**config.mk**
```make
export PLATFORM = sky130hd
export DESIGN_NAME = pmic_irq_ctrl
export DESIGN_NICKNAME = d
export VERILOG_FILES = /design/src/rtl/pmic_irq_pkg.sv /design/src/rtl/pmic_irq_edge.sv /design/src/rtl/pmic_irq_bit.sv /design/src/rtl/pmic_irq_regif.sv /design/src/rtl/pmic_irq_ctrl.sv
export SDC_FILE = /design/constraint.sdc
export NUM_CORES = 1
export LEC_CHECK = 0
export CAP_MARGIN = 20
export CORE_UTILIZATION = 50
export DETAILED_ROUTE_END_ITERATION = 8
export GPL_ROUTABILITY_DRIVEN = 1
export PLACE_DENSITY = 0.88
export SYNTH_ARGS = -nofsm -noshare
export SYNTH_HDL_FRONTEND = slang
export SYNTH_SLANG_ARGS = --single-unit
```
**constraint.sdc**
```tcl
create_clock -name clk_i -period 3.75 [get_ports clk_i]
set_input_delay 0.9375 -clock clk_i [delete_from_list [all_inputs] [get_ports clk_i]]
set_output_delay 0.9375 -clock clk_i [all_outputs]
set_load 0.03 [all_outputs]
```
**src/rtl/pmic_irq_pkg.sv**
```systemverilog
package pmic_irq_pkg;
  localparam int STAT_W = 16;
  localparam int BYTE_W = 8;
  localparam int ADDR_W = 3;

  typedef enum logic [ADDR_W-1:0] {
    A_STAT_LO = 3'd0,
    A_STAT_HI = 3'd1,
    A_MASK_LO = 3'd2,
    A_MASK_HI = 3'd3,
    A_ACK_LO  = 3'd4,
    A_ACK_HI  = 3'd5
  } reg_addr_e;

  localparam int BIT_TICK  = 8;
  localparam int BIT_ALARM = 9;
  localparam int BIT_ERR   = 10;
  localparam int BIT_BTN   = 11;

  localparam logic [STAT_W-1:0] MASK_RESET = 16'h0FFF;
endpackage

```
**src/rtl/pmic_irq_edge.sv**
```systemverilog
module pmic_irq_edge (
  input  logic clk_i,
  input  logic rst_ni,
  input  logic level_i,
  output logic rise_o
);
  logic level_q;

  always_ff @(posedge clk_i) begin
    if (!rst_ni) level_q <= 1'b0;
    else         level_q <= level_i;
  end

  assign rise_o = level_i & ~level_q;

  // A level held high yields a single-cycle pulse only
  assert_single_pulse_R4: assert property (@(posedge clk_i) disable iff (!rst_ni)
    rise_o |=> !rise_o);
endmodule

```
**src/rtl/pmic_irq_bit.sv**
```systemverilog
module pmic_irq_bit (
  input  logic clk_i,
  input  logic rst_ni,
  input  logic set_i,
  input  logic ack_i,
  output logic bit_o
);
  always_ff @(posedge clk_i) begin
    if (!rst_ni)    bit_o <= 1'b0;
    else if (set_i) bit_o <= 1'b1;   // event beats acknowledge
    else if (ack_i) bit_o <= 1'b0;
  end

  // an event always leaves the bit set
  assert_event_sets_R3: assert property (@(posedge clk_i) disable iff (!rst_ni)
    set_i |=> bit_o);
  assert_ack_clears_R5: assert property (@(posedge clk_i) disable iff (!rst_ni)
    (ack_i && !set_i) |=> !bit_o);
  assert_idle_holds_R3: assert property (@(posedge clk_i) disable iff (!rst_ni)
    (!ack_i && !set_i) |=> $stable(bit_o));
endmodule

```
**src/rtl/pmic_irq_regif.sv**
```systemverilog
module pmic_irq_regif
  import pmic_irq_pkg::*;
(
  input  logic                 clk_i,
  input  logic                 rst_ni,
  input  logic                 wr_i,
  input  logic [ADDR_W-1:0]    addr_i,
  input  logic [BYTE_W-1:0]    wdata_i,
  input  logic [STAT_W-1:0]    status_i,
  output logic [STAT_W-1:0]    mask_o,
  output logic [STAT_W-1:0]    ack_o,
  output logic [BYTE_W-1:0]    rdata_o
);
  localparam int NBYTES = STAT_W / BYTE_W;

  logic [NBYTES-1:0] mask_we;
  logic [NBYTES-1:0] ack_we;

  assign mask_we[0] = wr_i && (addr_i == A_MASK_LO);
  assign mask_we[1] = wr_i && (addr_i == A_MASK_HI);
  assign ack_we[0]  = wr_i && (addr_i == A_ACK_LO);
  assign ack_we[1]  = wr_i && (addr_i == A_ACK_HI);

  for (genvar b = 0; b < NBYTES; b++) begin : g_byte
    always_ff @(posedge clk_i) begin
      if (!rst_ni)         mask_o[b*BYTE_W +: BYTE_W] <= MASK_RESET[b*BYTE_W +: BYTE_W];
      else if (mask_we[b]) mask_o[b*BYTE_W +: BYTE_W] <= wdata_i;
    end
    assign ack_o[b*BYTE_W +: BYTE_W] = ack_we[b] ? wdata_i : '0;
  end

  always_comb begin
    unique case (addr_i)
      A_STAT_LO: rdata_o = status_i[BYTE_W-1:0];
      A_STAT_HI: rdata_o = status_i[STAT_W-1:BYTE_W];
      A_MASK_LO: rdata_o = mask_o[BYTE_W-1:0];
      A_MASK_HI: rdata_o = mask_o[STAT_W-1:BYTE_W];
      default:   rdata_o = '0;
    endcase
  end

  assert_mask_lo_keeps_hi_R8: assert property (@(posedge clk_i) disable iff (!rst_ni)
    mask_we[0] |=> $stable(mask_o[STAT_W-1:BYTE_W]));
  assert_mask_hi_keeps_lo_R8: assert property (@(posedge clk_i) disable iff (!rst_ni)
    mask_we[1] |=> $stable(mask_o[BYTE_W-1:0]));
  assert_ack_reads_zero_R7: assert property (@(posedge clk_i) disable iff (!rst_ni)
    (addr_i == A_ACK_LO || addr_i == A_ACK_HI) |-> rdata_o == '0);
endmodule

```
**src/rtl/pmic_irq_ctrl.sv**
```systemverilog
module pmic_irq_ctrl
  import pmic_irq_pkg::*;
(
  input  logic              clk_i,
  input  logic              rst_ni,
  input  logic              reg_wr_i,
  input  logic [ADDR_W-1:0] reg_addr_i,
  input  logic [BYTE_W-1:0] reg_wdata_i,
  output logic [BYTE_W-1:0] reg_rdata_o,
  input  logic              evt_tick_i,
  input  logic              evt_alarm_i,
  input  logic              evt_err_i,
  input  logic              btn_level_i,
  output logic              irq_o
);
  logic              btn_rise;
  logic [STAT_W-1:0] set_vec;
  logic [STAT_W-1:0] ack_vec;
  logic [STAT_W-1:0] mask;
  logic [STAT_W-1:0] status;

  pmic_irq_edge u_btn_edge (
    .clk_i   (clk_i),
    .rst_ni  (rst_ni),
    .level_i (btn_level_i),
    .rise_o  (btn_rise)
  );

  always_comb begin
    set_vec            = '0;
    set_vec[BIT_TICK]  = evt_tick_i;
    set_vec[BIT_ALARM] = evt_alarm_i;
    set_vec[BIT_ERR]   = evt_err_i;
    set_vec[BIT_BTN]   = btn_rise;
  end

  for (genvar i = 0; i < STAT_W; i++) begin : g_stat
    pmic_irq_bit u_bit (
      .clk_i  (clk_i),
      .rst_ni (rst_ni),
      .set_i  (set_vec[i]),
      .ack_i  (ack_vec[i]),
      .bit_o  (status[i])
    );
  end

  pmic_irq_regif u_regif (
    .clk_i    (clk_i),
    .rst_ni   (rst_ni),
    .wr_i     (reg_wr_i),
    .addr_i   (reg_addr_i),
    .wdata_i  (reg_wdata_i),
    .status_i (status),
    .mask_o   (mask),
    .ack_o    (ack_vec),
    .rdata_o  (reg_rdata_o)
  );

  assign irq_o = |(status & ~mask);

  assert_irq_needs_status_R2: assert property (@(posedge clk_i) disable iff (!rst_ni)
    irq_o |-> status != '0);
  assert_low_byte_silent_R11: assert property (@(posedge clk_i) disable iff (!rst_ni)
    (reg_addr_i == A_STAT_LO) |-> reg_rdata_o == '0);
  assert_event_wins_R10: assert property (@(posedge clk_i) disable iff (!rst_ni)
    (evt_alarm_i && ack_vec[BIT_ALARM]) |=> status[BIT_ALARM]);
endmodule

```
==> results_dict.tcl <==
set metrics [dict create \
    rr_startpoint "g_stat[11].u_bit.bit_o" \
    tightest_slew_ps 824 \
    synth_area_leaders "dfxtp_1, mux2i_1, nand2_1, mux2_2, a22oi_1" \
    io_buffers 26 \
    drv_cap 0 \
    grt_pass1_wl_um 3320 \
    critPathLaunch "reg_addr_i[1]" \
    r2r_end "g_stat[11].u_bit.bit_o" \
    crit_cells 5 \
    place_congestion 0.802 \
    cts_tree "yes" \
    r2r_setup_slack_ps 3010 \
    clockRootBuffer "clkbuf_4" \
    critPathLaunchType "primary input" \
    highest_layer "met4" \
    end_kind "output port" \
    path_max_fanout 5 \
    rsz0062_at_grt "false" \
    die_h_um 46.6 \
    synth_top_cell_area_share_pct 42.3 \
    synth_warnings 0 \
    dr.pass1.iters 4 \
    r2r_cells 2 \
    multi_input_area_um2 509 \
    avgSynthCellArea_um2 9.38 \
    cts.sinks 21 \
    fin_util_pct 71.7 \
    path_cells "clkdlybuf4s50_1 > and2b_1 > a22oi_1 > nor2_1 > clkdlybuf4s50_1" \
    ys_ff_latch 21 \
    fin_crit_ps 3600 \
    synthToLayoutAreaGrowth_pct 29.8 \
    yosysSeqAreaShare_pct 42.3 \
    vias 852 \
    min_period_over_period_pct 96.0 \
    fmax_mhz 278 \
    max-slew-margin-rel_pct 44.9 \
    wl_um 2100 \
    path_buf_inv 2 \
    cts.clk_slew.worst_paths_ps 120 \
    wl_met3_um 81 \
    cts_hold_buffers 0 \
    synth_cells 106 \
    grt_pass1_vias 770 \
    netlist_area_um2 995 \
    critPathArrivalTime_ps 2660 \
    cts_buffer_depth 2 \
    critPathTopFamily "buffers and inverters" \
    critPathMaxStageDelay_ps 670 \
    htreeDepth 1 \
    hold_violations 0 \
    yosys.area.top_type "dfxtp_1" \
    cp_data_required_time_ps 2810 \
    synth_ff_type "dfxtp_1" \
    gr-usage-all-layers_pct 22.5 \
    power_leakage_nw 0.550 \
    setup_viol 0 \
    final_antenna_net_count 0 \
    worst_path_most_repeated_cell "clkdlybuf4s50_1" \
    synth_common_cells "dfxtp_1, mux2i_1, nand2_1, nor2_1" \
    dieWidth_um 46.6 \
    drt-initial-drc-count 12 \
    grt_max_degree 26 \
    dieArea_um2 2170 \
    critPathSlowestCell "clkdlybuf4s50_1" \
    drive_above_1_share_pct 9.09 \
    fillers 134 \
    skew_ps 0.167 \
    finalMaxSlewViolations 0 \
    yosysUniqueCellTypes 25 \
    synth.most_common_cell "dfxtp_1" \
    hpwl_um 1560 \
    ir_worst_vdd_uv 321 \
    register_area_um2 420 \
    rows 15 \
    ioPinCount 27 \
    fin_tns_setup_ps 0 \
    hp-class "reg2reg" \
    core_area_um2 1800 \
    avgRoutedWirePerCell_um 13.4 \
    m1WireLength_um 938 \
    start_util_pct 55.2 \
    wl_met2_um 1040 \
    routed_via_density 5.43 \
    endpoint "reg_rdata_o[3]" \
    outcome "finished, final reports clean" \
    post_cts_buffers 0 \
    antenna_found_initial 0 \
    path_class "in2out" \
    fin_nets 151 \
    syn-num-nets 124 \
    synth-edff-count 0 \
    hold_start "u_regif.mask_o[12]" \
    num_antenna_cells 0 \
    drc 0 \
    clk_latency_ps 300 \
    async_flop_share_pct 0 \
    power_density_nw_per_um2 328 \
    overflow 0 \
    numCtsBuffers 3 \
]
[metal layers]
metal | up-vias | track usage, %
met2 | 23 | 38.3
li1 | 418 | -
met3 | 4 | 5.88
met5 | - | 0
met4 | 0 | 10.6
met1 | 407 | 25.8
[cell type report]
cell class              instances  share of cell area, %
clock buffers                   4                   2.03
inverters                       5                   1.45
flip-flops and latches         21                   32.6
well taps                      25                   2.42
repair buffers                 29                   22.1
multi-input cells              73                   39.4
[what timing repair did]
action,4_1_cts,5_1_grt
endpoints found under the setup margin,0,3
resized for setup,0,1
endpoints found under the hold margin,0,0
[registers in the layout, summed over array words and instances, names as in the netlist]
signal and count:
g_stat.u_bit.bit_o 4, u_btn_edge.level_q 1, u_regif.mask_o 16
[power breakdown]
group / switching [mW] / internal (mW) / total, mW / leakage, nW
Sequential: 0.00432 / 0.231 / 0.235 / 0.172
Combinational: 0.0393 / 0.0422 / 0.0815 / 0.363
Clock: 0.0662 / 0.0415 / 0.108 / 0.0150
[cells in the final DEF, fill, tap and decap left out]
cell type         n
and2_1            1
clkdlybuf4s50_1  25
a31oi_1           1
nand2b_1          1
dlymetal6s2s_1    1
and4b_4           1
a21boi_1          1
mux2_2            4
nor2_1            8
nand4b_4          1
a22oi_1           5
nor2b_1           1
nand2_1          16
nand3_1           4
mux2i_1          16
o21a_1            3
inv_1             5
dfxtp_1          21
a21oi_1           2
and4bb_1          1
clkbuf_1          1
buf_4             3
o21ai_0           5
and2b_1           1
o221ai_1          1
clkbuf_4          3
[worst register-to-register path, cell delays in order (launching register included)]
cell and delay, ps:
dfxtp_1 340, a21boi_1 130, o21a_1 170
[worst min path at each step]
stage | to | slack, ps | depth (start not counted)
3_5_place_dp | u_regif.mask_o[5] | 470 | 2
5_1_grt | u_regif.mask_o[15] | 510 | 2
6_report | u_regif.mask_o[12] | 480 | 2
4_1_cts | u_regif.mask_o[15] | 490 | 2
3_3_place_gp | u_regif.mask_o[6] | 450 | 2
2_1_floorplan | u_regif.mask_o[0] | 440 | 2
[cells by family after synthesis]
logic type             Yosys count  share of synthesized area, %
AO/OA/AOI/OAI                   18                          11.8
buffers and inverters           12                          6.54
flip-flops                      21                          42.3
multiplexers                    20                          20.6
AND/OR/NAND/NOR                 35                          18.7
[stage by stage]
stage | cell area [um^2] | power, mW | worst slack [ps] | instances | hold slack (ps)
floorplan | 995 | 0.283 | 975 | 106 | 437
finish | 1290 | 0.424 | 150 | 157 | 483
detailed placement | 1260 | 0.321 | 60.9 | 153 | 467
CTS | 1290 | 0.426 | 57.9 | 157 | 487
global route | 1290 | 0.440 | 69.1 | 157 | 509
global placement | 1260 | 0.319 | 104 | 153 | 453
Power figures use the tool's default switching activity.
